[src/rtl/lbound_pkg.sv]
package lbound_pkg;

    typedef enum logic [1:0] {
        WALK_IDLE  = 2'd0,
        WALK_ISSUE = 2'd1,
        WALK_DRAIN = 2'd2
    } walk_state_e;

endpackage

[src/rtl/lb_walker.sv]
module lb_walker
    import lbound_pkg::*;
#(
    parameter int NUM_VERT = 16,
    parameter int VW       = 4
) (
    input  logic          clk,
    input  logic          rst_n,
    input  logic          start_i,
    output logic          rd_en_o,
    output logic [VW-1:0] rd_addr_o,
    output logic          clr_o,
    output logic          cap_o,
    output logic          acc_o,
    output logic          done_o
);

    localparam logic [VW-1:0] LAST_V = VW'(NUM_VERT - 1);

    typedef struct packed {
        walk_state_e   st;
        logic [VW-1:0] cnt;
        logic          v1;
        logic          l1;
        logic          v2;
        logic          l2;
        logic          done;
    } walk_t;

    walk_t s_d, s_q;
    logic  at_last;

    assign at_last = (s_q.cnt == LAST_V);

    always_comb begin
        s_d   = s_q;
        clr_o = 1'b0;
        // stage tags follow the read data through the datapath
        s_d.v1   = (s_q.st == WALK_ISSUE);
        s_d.l1   = (s_q.st == WALK_ISSUE) && at_last;
        s_d.v2   = s_q.v1;
        s_d.l2   = s_q.l1;
        s_d.done = s_q.l2;
        case (s_q.st)
            WALK_IDLE: begin
                if (start_i) begin
                    s_d.st  = WALK_ISSUE;
                    s_d.cnt = '0;
                    clr_o   = 1'b1;
                end
            end
            WALK_ISSUE: begin
                if (at_last) s_d.st = WALK_DRAIN;
                else         s_d.cnt = s_q.cnt + 1'b1;
            end
            WALK_DRAIN: begin
                if (s_q.l2) s_d.st = WALK_IDLE;
            end
            default: s_d.st = WALK_IDLE;
        endcase
    end

    always_ff @(posedge clk) begin
        if (!rst_n) s_q <= '0;
        else        s_q <= s_d;
    end

    assign rd_en_o   = (s_q.st == WALK_ISSUE);
    assign rd_addr_o = s_q.cnt;
    assign cap_o     = s_q.v1;
    assign acc_o     = s_q.v2;
    assign done_o    = s_q.done;

endmodule

[src/rtl/lb_lane_filter.sv]
module lb_lane_filter #(
    parameter int LANE  = 0,
    parameter int VW    = 4,
    parameter int CNT_W = 5
) (
    input  logic [VW-1:0]    nbr_i,
    input  logic [VW-1:0]    other_i,
    input  logic [CNT_W-1:0] ecnt_i,
    input  logic             excl_i,
    input  logic             nbr_used_i,
    output logic             valid_o
);

    localparam logic [CNT_W-1:0] LANE_IDX = CNT_W'(LANE);

    logic in_range;
    logic free_nbr;
    logic not_partner;

    assign in_range    = (LANE_IDX < ecnt_i);
    assign free_nbr    = !nbr_used_i;
    assign not_partner = (nbr_i != other_i);
    assign valid_o     = in_range && free_nbr && not_partner && !excl_i;

endmodule

[src/rtl/lb_min_tree.sv]
module lb_min_tree #(
    parameter int LANES = 20,
    parameter int W_W   = 2
) (
    input  logic [LANES-1:0]     valid_i,
    input  logic [LANES*W_W-1:0] wt_i,
    output logic                 any_o,
    output logic [W_W-1:0]       min_o
);

    localparam int DEPTH  = (LANES > 1) ? $clog2(LANES) : 1;
    localparam int LEAVES = 1 << DEPTH;

    logic           node_v [1:2*LEAVES-1];
    logic [W_W-1:0] node_w [1:2*LEAVES-1];

    for (genvar i = 0; i < LEAVES; i++) begin : g_leaf
        if (i < LANES) begin : g_real
            assign node_v[LEAVES+i] = valid_i[i];
            assign node_w[LEAVES+i] = wt_i[i*W_W +: W_W];
        end else begin : g_pad
            assign node_v[LEAVES+i] = 1'b0;
            assign node_w[LEAVES+i] = '1;
        end
    end

    for (genvar k = 1; k < LEAVES; k++) begin : g_node
        logic take_left;
        assign take_left = node_v[2*k] &&
                           (!node_v[2*k+1] || (node_w[2*k] <= node_w[2*k+1]));
        assign node_v[k] = node_v[2*k] || node_v[2*k+1];
        assign node_w[k] = take_left ? node_w[2*k] : node_w[2*k+1];
    end

    assign any_o = node_v[1];
    assign min_o = node_w[1];

endmodule

[src/rtl/lbound_core.sv]
module lbound_core
    import lbound_pkg::*;
#(
    parameter int NUM_VERT  = 16,
    parameter int NUM_LANES = 20,
    parameter int W_W       = 2,
    parameter int BOUND_W   = 10,
    parameter int PENALTY   = 3,
    parameter int VW        = (NUM_VERT > 1) ? $clog2(NUM_VERT) : 1,
    parameter int CNT_W     = $clog2(NUM_LANES + 1)
) (
    input  logic                     clk,
    input  logic                     rst_n,
    input  logic                     start_i,
    output logic                     rd_en_o,
    output logic [VW-1:0]            rd_addr_o,
    input  logic                     tbl_used_i,
    input  logic [VW-1:0]            tbl_other_i,
    input  logic [CNT_W-1:0]         tbl_ecnt_i,
    input  logic [NUM_LANES*VW-1:0]  tbl_nbr_i,
    input  logic [NUM_LANES*W_W-1:0] tbl_wt_i,
    input  logic [NUM_LANES-1:0]     tbl_excl_i,
    input  logic [NUM_LANES-1:0]     tbl_nbr_used_i,
    output logic [BOUND_W-1:0]       bound_o,
    output logic                     done_o
);

    localparam int PEN_W = $clog2(PENALTY + 1);
    localparam int CON_W = (W_W > PEN_W) ? W_W : PEN_W;
    localparam logic [CON_W-1:0] PEN_V = CON_W'(PENALTY);

    typedef struct packed {
        logic [BOUND_W-1:0] bound;
        logic [CON_W-1:0]   contrib;
    } acc_t;

    logic                 clr, cap, acc;
    logic [NUM_LANES-1:0] lane_ok;
    logic                 any_ok;
    logic [W_W-1:0]       min_w;
    logic [CON_W-1:0]     contrib_c;
    acc_t                 a_d, a_q;

    lb_walker #(
        .NUM_VERT (NUM_VERT),
        .VW       (VW)
    ) u_walk (
        .clk       (clk),
        .rst_n     (rst_n),
        .start_i   (start_i),
        .rd_en_o   (rd_en_o),
        .rd_addr_o (rd_addr_o),
        .clr_o     (clr),
        .cap_o     (cap),
        .acc_o     (acc),
        .done_o    (done_o)
    );

    for (genvar i = 0; i < NUM_LANES; i++) begin : g_lane
        lb_lane_filter #(
            .LANE  (i),
            .VW    (VW),
            .CNT_W (CNT_W)
        ) u_filt (
            .nbr_i      (tbl_nbr_i[i*VW +: VW]),
            .other_i    (tbl_other_i),
            .ecnt_i     (tbl_ecnt_i),
            .excl_i     (tbl_excl_i[i]),
            .nbr_used_i (tbl_nbr_used_i[i]),
            .valid_o    (lane_ok[i])
        );
    end

    lb_min_tree #(
        .LANES (NUM_LANES),
        .W_W   (W_W)
    ) u_tree (
        .valid_i (lane_ok),
        .wt_i    (tbl_wt_i),
        .any_o   (any_ok),
        .min_o   (min_w)
    );

    always_comb begin
        if (tbl_used_i)  contrib_c = '0;
        else if (any_ok) contrib_c = CON_W'(min_w);
        else             contrib_c = PEN_V;
    end

    always_comb begin
        a_d = a_q;
        if (cap) a_d.contrib = contrib_c;
        if (clr)      a_d.bound = '0;
        else if (acc) a_d.bound = a_q.bound + BOUND_W'(a_q.contrib);
    end

    always_ff @(posedge clk) begin
        if (!rst_n) a_q <= '0;
        else        a_q <= a_d;
    end

    assign bound_o = a_q.bound;

endmodule

[config.mk]
export PLATFORM = sky130hd
export DESIGN_NAME = lbound_core
export DESIGN_NICKNAME = d
export VERILOG_FILES = /design/src/rtl/lbound_pkg.sv /design/src/rtl/lb_walker.sv /design/src/rtl/lb_lane_filter.sv /design/src/rtl/lb_min_tree.sv /design/src/rtl/lbound_core.sv
export SDC_FILE = /design/constraint.sdc
export NUM_CORES = 1
export LEC_CHECK = 0
export CAP_MARGIN = 15
export CORE_ASPECT_RATIO = 0.9
export CORE_MARGIN = 10
export CORE_UTILIZATION = 43
export CTS_CLUSTER_DIAMETER = 80
export DETAILED_ROUTE_END_ITERATION = 8
export PLACE_DENSITY = 0.93
export SETUP_SLACK_MARGIN = 0.05
export SLEW_MARGIN = 20
export SYNTH_ARGS = -nofsm -noshare
export SYNTH_HDL_FRONTEND = slang
export SYNTH_HIERARCHICAL = 1
export SYNTH_SLANG_ARGS = --single-unit
[constraint.sdc]
create_clock -name clk -period 9.8 [get_ports clk]
set_clock_uncertainty 0.05 [all_clocks]
set_input_delay 1.96 -clock clk [delete_from_list [all_inputs] [get_ports clk]]
set_output_delay 1.96 -clock clk [all_outputs]
set_load 0.02 [all_outputs]
==> Word level (Yosys, flattened, before mapping) <==
Index checks and enable logic that the tools add are counted.
{ "classes": {"magnitude_cmp": 39, "n_eq_ne": 27, "addsub": 2, "n_bitwise": 1, "reduce_logical": 182, "muxes": 30} }
{ "ops": {"columns": ["cell", "count"], "rows": [
  ["logical AND 1 bit", 80],
  ["inequality test 4 bit", 20],
  ["logical NOT 1 bit", 59],
  ["two-way mux 2 bit", 24],
  ["< comparator 4 x 5 -> 1 bit (first input constant)", 8],
  ["less-or-equal comparator 2 bit", 19],
  ["logical OR 1 bit", 38],
  ["< comparator 3 x 5 -> 1 bit (first input constant)", 4],
  ["< comparator 5 bit (first input constant)", 4],
  ["adder 10 x 2 -> 10 bit", 1],
  ["< comparator 1 x 5 -> 1 bit (first input constant)", 2],
  ["< comparator 2 x 5 -> 1 bit (first input constant)", 2],
  ["case mux 4 bit (2 select lines)", 1],
  ["two-way mux 6 bit", 1],
  ["case mux 2 bit (3 select lines)", 1],
  ["AND reduction 3 bit", 2],
  ["adder 4 x 1 -> 4 bit (second input constant)", 1],
  ["== test 4 bit (second input constant)", 1],
  ["two-way mux 4 bit", 1],
  ["inequality test 2 x 1 -> 1 bit (second input constant)", 2],
  ["inequality test 2 bit (second input constant)", 2],
  ["== test 2 x 1 -> 1 bit (second input constant)", 1],
  ["== test 2 bit (second input constant)", 1],
  ["logical NOT 2 bit", 1],
  ["4 further kinds", 5]
]} }
{ "totals": {"reg_bits": 23, "wordCells": 290, "in_bits": 173} }

==> Longest topological paths before layout <==
Gate-level depths: netlist (run 1).
{ "logic_depth": {"word_depth": 26, "ltp_mapped": 33, "depth_no_buf": 33} }

==> By module <==
Netlist (run 1), hierarchy kept.
{ "modules_own_cells": {"columns": ["mod", "seq_area_each_um2", "n_inst", "cells_per_inst", "area_per_inst_um2"], "rows": [
  ["lb_min_tree", 0.0, 1, 240, 1649.1],
  ["lbound_core", 240.2, 1, 74, 673.1],
  ["lb_walker", 220.2, 1, 48, 464.2],
  ["lb_lane_filter (g_lane[14].u_filt ...)", 0.0, 3, 7, 56.3],
  ["lb_lane_filter (g_lane[0].u_filt ...)", 0.0, 2, 8, 71.3],
  ["lb_lane_filter (g_lane[18].u_filt ...)", 0.0, 2, 9, 61.3],
  ["lb_lane_filter (g_lane[12].u_filt ...)", 0.0, 2, 8, 60.1],
  ["lb_lane_filter (g_lane[13].u_filt ...)", 0.0, 2, 7, 53.8],
  ["lb_lane_filter (g_lane[11].u_filt ...)", 0.0, 2, 7, 52.6],
  ["lb_lane_filter (g_lane[15].u_filt)", 0.0, 1, 6, 62.6],
  ["lb_lane_filter (g_lane[10].u_filt)", 0.0, 1, 8, 61.3],
  ["lb_lane_filter (g_lane[16].u_filt)", 0.0, 1, 9, 60.1],
  ["lb_lane_filter (g_lane[17].u_filt)", 0.0, 1, 8, 57.6],
  ["lb_lane_filter (g_lane[19].u_filt)", 0.0, 1, 8, 56.3],
  ["+2 rows", null, null, null, null]
]} }

==> Least setup slack after synthesis (run 1) <==
Ideal clock, no wire load.
{ "synth_timing": {"kind": "input to register", "startpoint": "input tbl_nbr_i[39]", "endpoint": "register a_q[1] (netlist bit)", "n_path_buf": 0, "cell_stages": 30, "t_required_ns": 9.635, "t_arrival_ns": 7.372, "slack_ns": 2.264, "path_cell_list": "xor2_1 -> nor4_1 -> a2111oi_1 -> o211a_1 -> nand2b_1 -> mux2i_1 -> ha_1 -> nor3_1 -> o21ai_0 -> a31oi_1 -> inv_1 -> ha_1 -> or2_2 -> maj3_2 -> o21ai_1 -> mux2i_1 -> inv_1 -> ha_1 -> nand2_1 -> o21ai_0 -> o22ai_1 -> mux2_2 -> ha_1 -> a211oi_1 -> a21o_1 -> nand2_1 -> o21a_1 -> nor2b_1 -> nor3b_1 -> o21a_1"} }
{ "synth_between": {"elab_chain_len": 25, "word_cells_on_any_way": 31} }
{ "synth_rtl": {"columns": ["element", "line_no", "source"], "rows": [
  ["start, declared", "lbound_core.sv:20", "input logic [NUM_LANES*VW-1:0] tbl_nbr_i,"],
  ["inequality test 4 bit (*)", "lb_lane_filter.sv:22", "assign not_partner = (nbr_i != other_i);"],
  ["logical AND 1 bit (*) (2 in series)", "lb_lane_filter.sv:23", "assign valid_o = in_range && free_nbr && not_partner && !excl_i;"],
  ["net lane_ok[9]", "lbound_core.sv:38", "logic [NUM_LANES-1:0] lane_ok;"],
  ["logical NOT 1 bit", "lb_min_tree.sv:30", "(!node_v[2*k+1] || (node_w[2*k] <= node_w[2*k+1]));"],
  ["logical OR 1 bit", "lb_min_tree.sv:30", null],
  ["logical AND 1 bit", "lb_min_tree.sv:29", "assign take_left = node_v[2*k] &&"],
  ["two-way mux 2 bit", "lb_min_tree.sv:32", "assign node_w[k] = take_left ? node_w[2*k] : node_w[2*k+1];"],
  ["less-or-equal comparator 2 bit", "lb_min_tree.sv:30", null],
  ["[... 10 more ...]", null, null],
  ["two-way mux 2 bit", "lb_min_tree.sv:32", null],
  ["less-or-equal comparator 2 bit", "lb_min_tree.sv:30", null],
  ["logical OR 1 bit", "lb_min_tree.sv:30", null],
  ["logical AND 1 bit", "lb_min_tree.sv:29", null],
  ["two-way mux 2 bit (*)", "lb_min_tree.sv:32", null],
  ["net min_w[1]", "lbound_core.sv:40", "logic [W_W-1:0] min_w;"],
  ["two-way mux 2 bit (*)", "lbound_core.sv:86", "else if (any_ok) contrib_c = CON_W'(min_w);"],
  ["two-way mux 2 bit (*)", "lbound_core.sv:85", "if (tbl_used_i) contrib_c = '0;"],
  ["end signal, assigned", "lbound_core.sv:98", "if (!rst_n) a_q <= '0;"],
  ["end signal, assigned", "lbound_core.sv:99", "else a_q <= a_d;"],
  ["end, declared", "lbound_core.sv:42", "acc_t a_d, a_q;"]
]} }
The timed path passes the listed nets; every way through them passes the cells marked *.
A chain may end at the register's enable or synchronous reset.

==> Worst setup path after layout (run 1) <==
{ "layout_timing": {"startpoint": "input tbl_other_i[2]", "endpoint": "register a_q[1] (netlist bit)"} }
{ "layout_between": {"elab_chain_len": 25, "word_cells_on_any_way": 167} }
{ "layout_rtl": {"columns": ["element", "line_no", "source"], "rows": [
  ["start, declared", "lbound_core.sv:18", "input logic [VW-1:0] tbl_other_i,"],
  ["inequality test 4 bit (*)", "lb_lane_filter.sv:22", null],
  ["logical AND 1 bit (*) (2 in series)", "lb_lane_filter.sv:23", null],
  ["net lane_ok[9]", "lbound_core.sv:38", null],
  ["logical NOT 1 bit", "lb_min_tree.sv:30", null],
  ["logical OR 1 bit", "lb_min_tree.sv:30", null],
  ["logical AND 1 bit", "lb_min_tree.sv:29", null],
  ["two-way mux 2 bit", "lb_min_tree.sv:32", null],
  ["less-or-equal comparator 2 bit", "lb_min_tree.sv:30", null],
  ["[... 10 more ...]", null, null],
  ["two-way mux 2 bit", "lb_min_tree.sv:32", null],
  ["less-or-equal comparator 2 bit", "lb_min_tree.sv:30", null],
  ["logical OR 1 bit", "lb_min_tree.sv:30", null],
  ["logical AND 1 bit", "lb_min_tree.sv:29", null],
  ["two-way mux 2 bit (*)", "lb_min_tree.sv:32", null],
  ["net min_w[1]", "lbound_core.sv:40", null],
  ["two-way mux 2 bit (*)", "lbound_core.sv:86", null],
  ["two-way mux 2 bit (*)", "lbound_core.sv:85", null]
]} }
Marked as above.

==> metrics.csv, run 1 <==
stage;metric;value;unit
layout;P&R area growth vs syn;51.12;%
synthesis;Avg Inst Size Synth;7.700;um2
synthesis;most frequent cell after synthesis;xor2_1;
global_route;number of global-route vias before repair;4816;
sta;RSZ-0062 raised after global routing;false;
run_status;outcome;completed;
floorplan;Die Span X;121.1;um
worst_setup_path;worst r2r path cells;5;
synthesis;top cell type's share of synthesized area;18.15;%
clock_tree;H-Tree Depth;1;
sta;Tcrit/Tclk final;91.17;%
global_route;initial antenna violation count;0;
hold_path;Hold WC Path Type;reg2reg;
placement;Post-DP Area;0.005932;mm2
clock_tree;register clock-pin slew on the reported worst setup and hold paths;90;ps
synthesis;Post-synth EDFFs;0;
layout;filler instances;731;
route;Vias;4637;
route;Iteration-0 DRC Markers;263;
layout;Final nets;908;
route;DR pass1 iterations;5;
layout;Diodes inserted;0;
worst_setup_path;cell family with most CP delay;compound AO/OA/AOI/OAI gates;
worst_setup_path;Max stage delay cell, worst path;a2111oi_1;
layout;multi-input gate area in the final layout;0.003223;mm2
sta;Fmax;111.9;MHz
clock_tree;# resized after CTS;0;
floorplan;die area;0.01345;mm2
clock_tree;Bufs on Longest Clock Path;2;
route;highest metal used;met4;
clock_tree;CTS root buf;clkbuf_8;
worst_setup_path;Max FO, Critical Path;20;
route;Wirelength per Cell;18.02;um
sta;worst-margin pin slew;959.0;ps
sta;Rel. slew slack;35.48;%
synthesis;sequential fraction of the synthesis area;11.63;%
worst_setup_path;nature of the critical path endpoint;flip-flop;
route;WL final;14770;um
clock_tree;number of buffers added for setup after CTS;0;
worst_setup_path;FF-to-FF End;bound_o[8];
sta;Setup Viol. Count Final;0;
synthesis;largest area contributor in the netlist;xor2_1;
floorplan;Ports;189;
job;Max Cap Viol;0;
floorplan;Core Region;0.009042;mm2
clock_tree;TritonCTS Buffers;3;
pwr;worst vdd ir;58.83;uV
worst_setup_path;Crit path buffers/inverters;4;
worst_setup_path;reg-to-reg slack, setup;8190;ps
route;met2 routed WL;7697;um
worst_setup_path;Worst setup startpoint;tbl_other_i[2];
hold_path;Hold Path Stages;1;
synthesis;Async SR Flop Fraction;0;%
placement;DPL Wire Length;12760;um
layout;layout cells sized above 1;6.017;%
layout;design area;0.005981;mm2
worst_setup_path;last element of the critical path;a_q[1];
sta;Final TNS setup;0;ps
worst_setup_path;CP dominant cell by count;ha_1;
sta;hold slack final;384.2;ps
global_route;Overflow after GRT;0;
layout;sequential cell area;460.4;um2
clock_tree;Clock Latency Late Sink;270;ps
floorplan;Die H;111.0;um
route;Via density;5.655;
sta;Slew Limit Fails;0;
floorplan;Initial Utilization;43.77;%
global_route;largest net degree at the start of global routing;21;
worst_setup_path;required time worst endpoint;9920;ps
clock_tree;CTS tree;yes;
synthesis;post-synth cell types;62;
synthesis;syn nets;723;
worst_setup_path;WP depth;32;
route;DRT antenna net count;0;
placement;IO Port Bufs;188;
hold_path;hold path start;u_walk/s_d[1];
placement;gpl congestion;0.9272;
route;WL met3;1181;um
route;# DRC;0;
synthesis;Synth warnings;6;
clock_tree;CTS Hold Bufs;0;
worst_setup_path;Setup CP Type;in2reg;
global_route;first-pass GRT wire length;23770;um
worst_setup_path;reg2reg start;bound_o[0];
worst_setup_path;Largest stage delay, worst path;820;ps
synthesis;Seq cells post-synth;23;
synthesis;synthesized area;0.003958;mm2
pwr;Leakage;2.451;nW
pwr;power density over the cells;70.40;mW/mm2
worst_setup_path;CP startpoint kind;input port;
sta;min Tclk post-route;8935;ps
layout;Finished Core Util;66.14;%
synthesis;most common library cells after synthesis;82 x xor2_1, 41 x nand2_1, 37 x inv_1, 35 x ha_1, 35 x nor2_1;
synthesis;ys flop type;dfxtp_1;
synthesis;Cells after Synth;514;
synthesis;top post-synthesis cells by area;xor2_1 18%, dfxtp_1 12%, ha_1 11%, nor4_1 5.2%, nand2_1 3.9%;
clock_tree;CTS sink cnt;23;
floorplan;Rows;33;
worst_setup_path;CP arrival;9050;ps
pwr;Tot Pwr;0.4211;mW
global_route;Total GRT Usage;21.12;%
route;WL met1;5393;um
sta;Final Hold Violating Endpoints;0;
## stage by stage
| step | setup slack (ps) | cells |
|---|---|---|
| after floorplan | 2264 | 514 |
| after global placement | 1164 | 816 |
| after detailed placement | 687.0 | 816 |
| after CTS | 966.4 | 820 |
| after global routing | 240.5 | 820 |
| final | 865.0 | 820 |
## kinds of logic (layout without fill, tap and decap cells)
family / after synthesis / count (layout) / synth area share (%)
adder cells (fa/ha/maj): 38 / 38 / 12.14
AND/OR/NAND/NOR: 194 / 194 / 26.91
flip-flops: 23 / 23 / 11.63
AO/OA/AOI/OAI: 105 / 105 / 19.82
XOR/XNOR: 82 / 82 / 18.15
multiplexers: 17 / 17 / 4.426
buffers and inverters: 55 / 239 / 6.924
## final cells by class
cell class | count | area share [%]
inverter | 37 | 2.322
sequential | 23 | 7.699
clock buffer | 3 | 0.6904
clock inverter | 1 | 0.1255
tap | 122 | 2.552
timing repair buffer | 198 | 32.72
multi-input combinational | 436 | 53.89
## worst min path at each step
stage | to | slack [ps]
2_1_floorplan | u_walk/s_d[0] | 360
4_1_cts | u_walk/s_d[0] | 390
3_3_place_gp | u_walk/s_d[0] | 360
6_report | u_walk/s_d[0] | 380
3_5_place_dp | u_walk/s_d[0] | 370
5_1_grt | u_walk/s_d[0] | 400
## where the power goes
group	switching (mW)	total (mW)	internal (mW)	leakage (nW)
clock network	0.0306	0.0594	0.0287	0.0217
logic	0.124	0.265	0.140	2.24
registers	0.00209	0.0971	0.0950	0.186
total	0.157	0.421	0.264	2.45
## registers in the layout, indices dropped and copies added, names as in the netlist
register / cells
a_q: 2
bound_o: 10
u_walk/acc_o: 1
u_walk/cap_o: 1
u_walk/done_o: 1
u_walk/rd_addr_o: 4
u_walk/s_d: 2
u_walk/s_q: 2
## layout by cell type (no fill, tap or decap), drive strengths merged, types with 16 or more instances in the layout
cell,instances
dfxtp,23
o21ai,19
nor2,35
a21oi,22
xor2,82
clkdlybuf4s50,188
nand2,42
ha,35
nor4,36
inv,37
nor2b,16
## layer usage
layer / global-route usage, % / vias to the layer above
met5: 0 / -
met2: 38.69 / 218
met4: 8.199 / 0
li1: - / 2235
met1: 22.36 / 2137
met3: 5.244 / 47
(Power assumes the default switching activity.)
==> run 2: changes to the inputs <==
--- a/config.mk
+++ b/config.mk
@@ -8,10 +8,10 @@
 export CAP_MARGIN = 15
 export CORE_ASPECT_RATIO = 0.9
 export CORE_MARGIN = 10
-export CORE_UTILIZATION = 43
+export CORE_UTILIZATION = 38
 export CTS_CLUSTER_DIAMETER = 80
 export DETAILED_ROUTE_END_ITERATION = 8
-export PLACE_DENSITY = 0.93
+export PLACE_DENSITY = 0.87
 export SETUP_SLACK_MARGIN = 0.05
 export SLEW_MARGIN = 20
 export SYNTH_ARGS = -nofsm -noshare
==> constraint.sdc (replaced) <==
create_clock -name clk -period 8.08 [get_ports clk]
set_clock_uncertainty 0.05 [all_clocks]
set_input_delay 1.616 -clock clk [delete_from_list [all_inputs] [get_ports clk]]
set_output_delay 1.616 -clock clk [all_outputs]
set_load 0.02 [all_outputs]
==> run 2 against run 1 <==
  * Register-to-register slack got worse by 1800 ps
  * Largest power group unchanged
  * Critical path type unchanged
  * Combinational power increased by 29%
  * Core utilization decreased by 4.7 points
  * Sequential power increased by 22%
==> metrics.csv, run 2 (synthesis results as in run 1) <==
stage;metric;value;unit;change
pwr;Cell Int Power;0.3674;mW;+39%
sta;min Tclk post-route;7709;ps;
layout;Diodes inserted;0;;unchanged
job;Max Cap Viol;0;;unchanged
worst_setup_path;Setup CP Type;in2reg;;
clock_tree;CTS sink cnt;23;;unchanged
sta;Fmax;129.7;MHz;
worst_setup_path;CP arrival;7810;ps;-1240 ps
route;Wirelength per Cell;18.53;um;+2.9%
clock_tree;Bufs on Longest Clock Path;2;;unchanged
clock_tree;CTS root buf;clkbuf_16;;
run_status;outcome;completed;;
clock_tree;H-Tree Depth;1;;unchanged
route;DR pass1 iterations;5;;unchanged
placement;IO Port Bufs;188;;unchanged
clock_tree;CTS tree;yes;;
layout;filler instances;921;;+26%
route;DRT antenna net count;0;;unchanged
sta;Tcrit/Tclk final;95.41;%;
clock_tree;register clock-pin slew on the reported worst setup and hold paths;60;ps;-30 ps
sta;hold slack final;388.5;ps;+4.305 ps
pwr;Clock power frac;18.9;%;+4.8 points
layout;P&R area growth vs syn;58.46;%;
layout;most frequent cells in the layout;179 x clkdlybuf4s50_1, 81 x xor2_1, 41 x nand2_1, 37 x inv_1;;
layout;commonest non-fill, non-tap cell in the layout;clkdlybuf4s50_1;;
route;Vias;4637;;unchanged
layout;Finished Layout Cells;852;;+3.9%
hold_path;Hold WC Path Type;reg2reg;;
sta;Rel. slew slack;56.66;%;+21 points
route;# DRC;0;;unchanged
global_route;first-pass GRT wire length;24660;um;+3.7%
pwr;power density over the cells;90.28;mW/mm2;+28%
global_route;initial antenna violation count;0;;unchanged
worst_setup_path;required time worst endpoint;8180;ps;-1740 ps
clock_tree;TritonCTS Buffers;3;;unchanged
sta;worst-margin pin slew;644.2;ps;-314.8 ps
layout;layout cells sized above 1;10.65;%;+4.6 points
layout;max reg flops;10;;unchanged
worst_setup_path;Max stage delay cell, worst path;clkdlybuf4s50_1;;
worst_setup_path;Max FO, Critical Path;5;;-75%
global_route;Overflow after GRT;0;;unchanged
pwr;power share of the sequential group;20.8;%;-2.3 points
floorplan;die area;0.01490;mm2;+11%
placement;DPL Wire Length;13640;um;+6.9%
worst_setup_path;nature of the critical path endpoint;flip-flop;;
global_route;number of global-route vias before repair;4876;;+1.2%
pwr;worst vdd ir;76.87;uV;+31%
floorplan;Ports;189;;unchanged
global_route;Total GRT Usage;19.98;%;-1.1 points
worst_setup_path;CP dominant cell by count;ha_1;;
pwr;switching part of the total power;35.11;%;-2.2 points
floorplan;Initial Utilization;38.79;%;-5.0 points
route;WL final;15790;um;+6.9%
floorplan;Rows;35;;+6.1%
pwr;Comb pwr share;60.2;%;-2.6 points
sta;Slew Limit Fails;0;;unchanged
placement;gpl congestion;0.9653;;+4.1%
worst_setup_path;Largest stage delay, worst path;470;ps;-350 ps
floorplan;Die H;116.8;um;+5.2%
clock_tree;CTS Hold Bufs;0;;unchanged
sta;Final Hold Violating Endpoints;0;;unchanged
pwr;Net Sw Power;0.1988;mW;+27%
route;Iteration-0 DRC Markers;271;;+3.0%
route;Via density;5.442;;-3.8%
sta;Final TNS setup;0;ps;unchanged
global_route;largest net degree at the start of global routing;19;;-9.5%
worst_setup_path;CP startpoint kind;input port;;
pwr;Leakage;2.669;nW;+8.9%
floorplan;Core Region;0.01020;mm2;+13%
layout;Final nets;933;;+2.8%
clock_tree;Clock Latency Late Sink;250;ps;-20 ps
floorplan;Die Span X;127.6;um;+5.3%
pwr;Tot Pwr;0.5662;mW;+34%
sta;Setup Viol. Count Final;0;;unchanged
layout;Finished Core Util;61.46;%;-4.7 points
placement;dpl cells;844;;+3.4%
[run 2: changes by cell type in the layout (fill, tap and decap cells not counted), sizes merged]
| cell | previous run | this run |
|---|---|---|
| clkinv | 0 | 1 |
| clkdlybuf4s50 | 188 | 179 |
| clkbuf | 3 | 6 |
| dlymetal6s2s | 0 | 6 |
| buf | 10 | 35 |
| clkinvlp | 1 | 0 |
[run 2: final cells by class]
type | count | area [um2] | share of cell area (%)
clock buffer | 3 | 75.07 | 1.197
inverter | 37 | 138.9 | 2.215
timing repair buffer | 223 | 2161 | 34.46
tap | 129 | 161.4 | 2.574
sequential | 23 | 460.4 | 7.342
multi-input combinational | 436 | 3269 | 52.13
clock inverter | 1 | 5.005 | 0.07981
[run 2: stage by stage]
step | setup WS [ps] | cell area [um2]
finish | 371.0 | 6271
global route | -27.27 | 6271
CTS | 72.30 | 6196
detailed placement | -278.5 | 6111
global placement | 66.29 | 6111
floorplan | 887.7 | 3958
[run 2: timing repair]
item / in CTS / in global routing
pin swaps: 0 / 6
gates cloned: 0 / 0
endpoints found under the setup margin: 2 / 2
resized for setup: 2 / 21
buffers inserted: 0 / 4
[run 2: power groups by stage]
stage	clock (mW)	combinational, mW	sequential, mW
3_3_place_gp	0	0.311	0.120
5_1_grt	0.114	0.375	0.118
4_1_cts	0.109	0.329	0.118
6_report	0.107	0.341	0.118
3_5_place_dp	0	0.327	0.120
2_1_floorplan	0	0.168	0.119
[run 2: worst paths after layout]
kind              slack (ps)       endpoint     startpoint  cells past startpoint
hold / removal           390  u_walk/s_d[0]  u_walk/s_d[1]                      1
setup reg to reg        6420     bound_o[8]     bound_o[0]                      5
setup / recovery         370         a_q[1]  tbl_nbr_i[36]                     32
hold reg to reg          390  u_walk/s_d[0]  u_walk/s_d[1]                      1
[run 2: critical path, delay by kind of cell]
| family | cells | cell delay [ps] |
|---|---|---|
| fa+ha+maj | 5 | 1410 |
| compound gates | 12 | 2130 |
| mux | 3 | 790 |
| buf+inv | 4 | 820 |
| xor+xnor | 1 | 170 |
| simple gates | 7 | 860 |
[run 2: per-layer routing]
metal / vias to the layer above / GRT usage (%) / routed length (um)
li1: 2281 / - / -
met1: 2202 / 22.89 / 6614
met2: 140 / 39.04 / 8164
met3: 14 / 3.107 / 793
met4: 0 / 2.399 / 217
met5: - / 0 / 0
==> run 3: changes to the inputs <==
--- a/config.mk
+++ b/config.mk
@@ -12,6 +12,7 @@
 export CTS_CLUSTER_DIAMETER = 80
 export DETAILED_ROUTE_END_ITERATION = 8
 export PLACE_DENSITY = 0.87
+export RECOVER_POWER = 50
 export SETUP_SLACK_MARGIN = 0.05
 export SLEW_MARGIN = 20
 export SYNTH_ARGS = -nofsm -noshare
==> run 3 against run 2 <==
  * Final cell count stayed put
  * Critical path type unchanged
  * Flip-flop and latch count stayed put
  * Total power hardly changed
  * Via count is 0.11% lower
  * Final area stayed put
  * First-iteration DRC count is 5.2% lower
  * Combinational power hardly changed
  * Global-route usage stayed put
  * Sequential share of layout area stayed put
  * Clock-buffer cell count stayed put
  * Clock power hardly changed
==> metrics.csv, run 3 (synthesis results as in run 1) <==
stage;metric;value;unit;change
job;Max Cap Viol;0;;unchanged
clock_tree;CTS sink cnt;23;;unchanged
global_route;largest net degree at the start of global routing;19;;unchanged
worst_setup_path;CP dominant cell by count;ha_1;;
clock_tree;H-Tree Depth;1;;unchanged
worst_setup_path;reg2reg start;bound_o[0];;
sta;setup ws final;380.0;ps;+9.075 ps
pwr;Leakage;2.682;nW;+0.47%
pwr;switching part of the total power;35.17;%;+0.060 points
sta;Setup Viol. Count Final;0;;unchanged
hold_path;Worst Hold End;u_walk/s_d[0];;
worst_setup_path;required time worst endpoint;8180;ps;about the same
sta;Final TNS setup;0;ps;unchanged
pwr;Net Sw Power;0.1992;mW;+0.24%
worst_setup_path;nature of the critical path endpoint;flip-flop;;
layout;design area;0.006271;mm2;unchanged
route;Iteration-0 DRC Markers;257;;-5.2%
worst_setup_path;Max FO, Critical Path;5;;unchanged
pwr;power density over the cells;90.35;mW/mm2;about the same
pwr;Cell Int Power;0.3673;mW;about the same
clock_tree;CTS tree;yes;;
route;# DRC;0;;unchanged
sta;Fmax;129.9;MHz;+0.12%
route;WL final;15790;um;unchanged
worst_setup_path;CP arrival;7800;ps;about the same
floorplan;Rows;35;;unchanged
route;Wirelength per Cell;18.53;um;unchanged
layout;most frequent cells in the layout;174 x clkdlybuf4s50_1, 81 x xor2_1, 41 x nand2_1, 37 x inv_1;;
floorplan;die area;0.01490;mm2;unchanged
placement;dpl cells;844;;unchanged
layout;commonest non-fill, non-tap cell in the layout;clkdlybuf4s50_1;;
worst_setup_path;Largest stage delay, worst path;480;ps;about the same
route;Via density;5.437;;-0.11%
route;DR pass1 iterations;5;;unchanged
floorplan;Ports;189;;unchanged
pwr;Clock power frac;19.0;%;about the same
global_route;initial antenna violation count;0;;unchanged
clock_tree;TritonCTS Buffers;3;;unchanged
floorplan;Core Region;0.01020;mm2;unchanged
layout;layout cells sized above 1;10.65;%;unchanged
placement;IO Port Bufs;188;;unchanged
layout;Diodes inserted;0;;unchanged
sta;Final Hold Violating Endpoints;0;;unchanged
pwr;worst vdd ir;76.99;uV;+0.15%
floorplan;Die Span X;127.6;um;unchanged
sta;min Tclk post-route;7700;ps;-9.075 ps
global_route;first-pass GRT wire length;24660;um;unchanged
global_route;Overflow after GRT;0;;unchanged
worst_setup_path;CP startpoint kind;input port;;
hold_path;Hold WC Path Type;reg2reg;;
clock_tree;CTS Hold Bufs;0;;unchanged
placement;Post-DP Area;0.006111;mm2;unchanged
sta;hold slack final;388.8;ps;+0.2270 ps
worst_setup_path;Setup CP Type;in2reg;;
hold_path;Hold Path Stages;1;;unchanged
sta;worst-margin pin slew;642.8;ps;-1.339 ps
route;Vias;4632;;-0.11%
global_route;number of global-route vias before repair;4876;;unchanged
run_status;outcome;completed;;
hold_path;hold path start;u_walk/s_d[1];;
floorplan;Die H;116.8;um;unchanged
clock_tree;CTS root buf;clkbuf_16;;
clock_tree;Bufs on Longest Clock Path;2;;unchanged
worst_setup_path;worst r2r path cells;5;;unchanged
pwr;power share of the sequential group;20.8;%;about the same
global_route;Total GRT Usage;19.98;%;unchanged
layout;P&R area growth vs syn;58.46;%;unchanged
clock_tree;register clock-pin slew on the reported worst setup and hold paths;60;ps;about the same
floorplan;Initial Utilization;38.79;%;unchanged
sta;Slew Limit Fails;0;;unchanged
pwr;Comb pwr share;60.2;%;about the same
clock_tree;Clock Latency Late Sink;250;ps;about the same
placement;DPL Wire Length;13640;um;unchanged
layout;Final nets;933;;unchanged
sta;Tcrit/Tclk final;95.30;%;-0.11 points
placement;gpl congestion;0.9653;;unchanged
worst_setup_path;FF-to-FF End;bound_o[8];;
sta;Rel. slew slack;56.75;%;+0.090 points
layout;max reg flops;10;;unchanged
worst_setup_path;reg-to-reg slack, setup;6430;ps;about the same
route;DRT antenna net count;0;;unchanged
placement;pre-CTS setup slack;-278.5;ps;unchanged
worst_setup_path;Max stage delay cell, worst path;clkdlybuf4s50_1;;
layout;Finished Layout Cells;852;;unchanged
-- run 3: changes by cell type in the layout (fill, tap and decap cells not counted) --
cell,previous run,this run
and2_1,11,9
dlygate4sd3_1,0,5
clkdlybuf4s50_1,179,174
and2_0,0,2
-- run 3: worst max-delay path by stage --
stage / from / end / slack [ps] / depth (start not counted)
2_1_floorplan: tbl_nbr_i[39] / a_q[1] / 890 / 30
3_3_place_gp: tbl_other_i[2] / a_q[1] / 70 / 32
3_5_place_dp: tbl_other_i[2] / a_q[1] / -280 / 32
4_1_cts: tbl_other_i[3] / a_q[1] / 70 / 32
5_1_grt: tbl_nbr_i[39] / a_q[1] / -30 / 33
6_report: tbl_nbr_i[39] / a_q[1] / 380 / 32
-- run 3: critical path: cells and delay by family --
family / cells / cell delay [ps]
adders and majority gates: 5 / 1410
AOI/OAI and AO/OA: 12 / 2120
buffers and inverters: 4 / 830
muxes: 3 / 790
xor gates and xnor gates: 1 / 150
and+or+nand+nor: 7 / 870
-- run 3: power groups by stage --
stage | clock, mW | sequential [mW] | combinational [mW]
finish | 0.107 | 0.118 | 0.341
global route | 0.114 | 0.118 | 0.374
CTS | 0.109 | 0.118 | 0.329
detailed placement | 0 | 0.120 | 0.327
global placement | 0 | 0.120 | 0.311
floorplan | 0 | 0.119 | 0.168
-- run 3: per-layer routing --
layer  track usage (%)  part of all wire [%]
met1             22.89                    42
met4             2.399                   1.3
met2             39.04                    52
met5                 0                     0
met3             3.107                   4.8
-- run 3: what timing repair did --
action / in CTS / in global routing
pin swaps: 0 / 6
buffers inserted: 0 / 4
gates cloned: 0 / 0
resized for setup: 2 / 21
setup endpoints to repair: 2 / 2
-- run 3: metrics by stage --
| stage | utilization (%) | power (mW) |
|---|---|---|
| 5_1_grt | 61.46 | 0.6069 |
| 3_3_place_gp | 59.89 | 0.4310 |
| 4_1_cts | 60.72 | 0.5558 |
| 2_1_floorplan | - | 0.2874 |
| 6_report | 61.46 | 0.5666 |
| 3_5_place_dp | 59.89 | 0.4475 |
-- run 3: final cells by class --
| class | instances | area [um2] |
|---|---|---|
| inverter | 37 | 138.9 |
| clock inverter | 1 | 5.005 |
| sequential | 23 | 460.4 |
| clock buffer | 3 | 75.07 |
| multi-input combinational | 436 | 3269 |
| tap | 129 | 161.4 |
| fill | 921 | 3933 |
| timing repair buffer | 223 | 2161 |
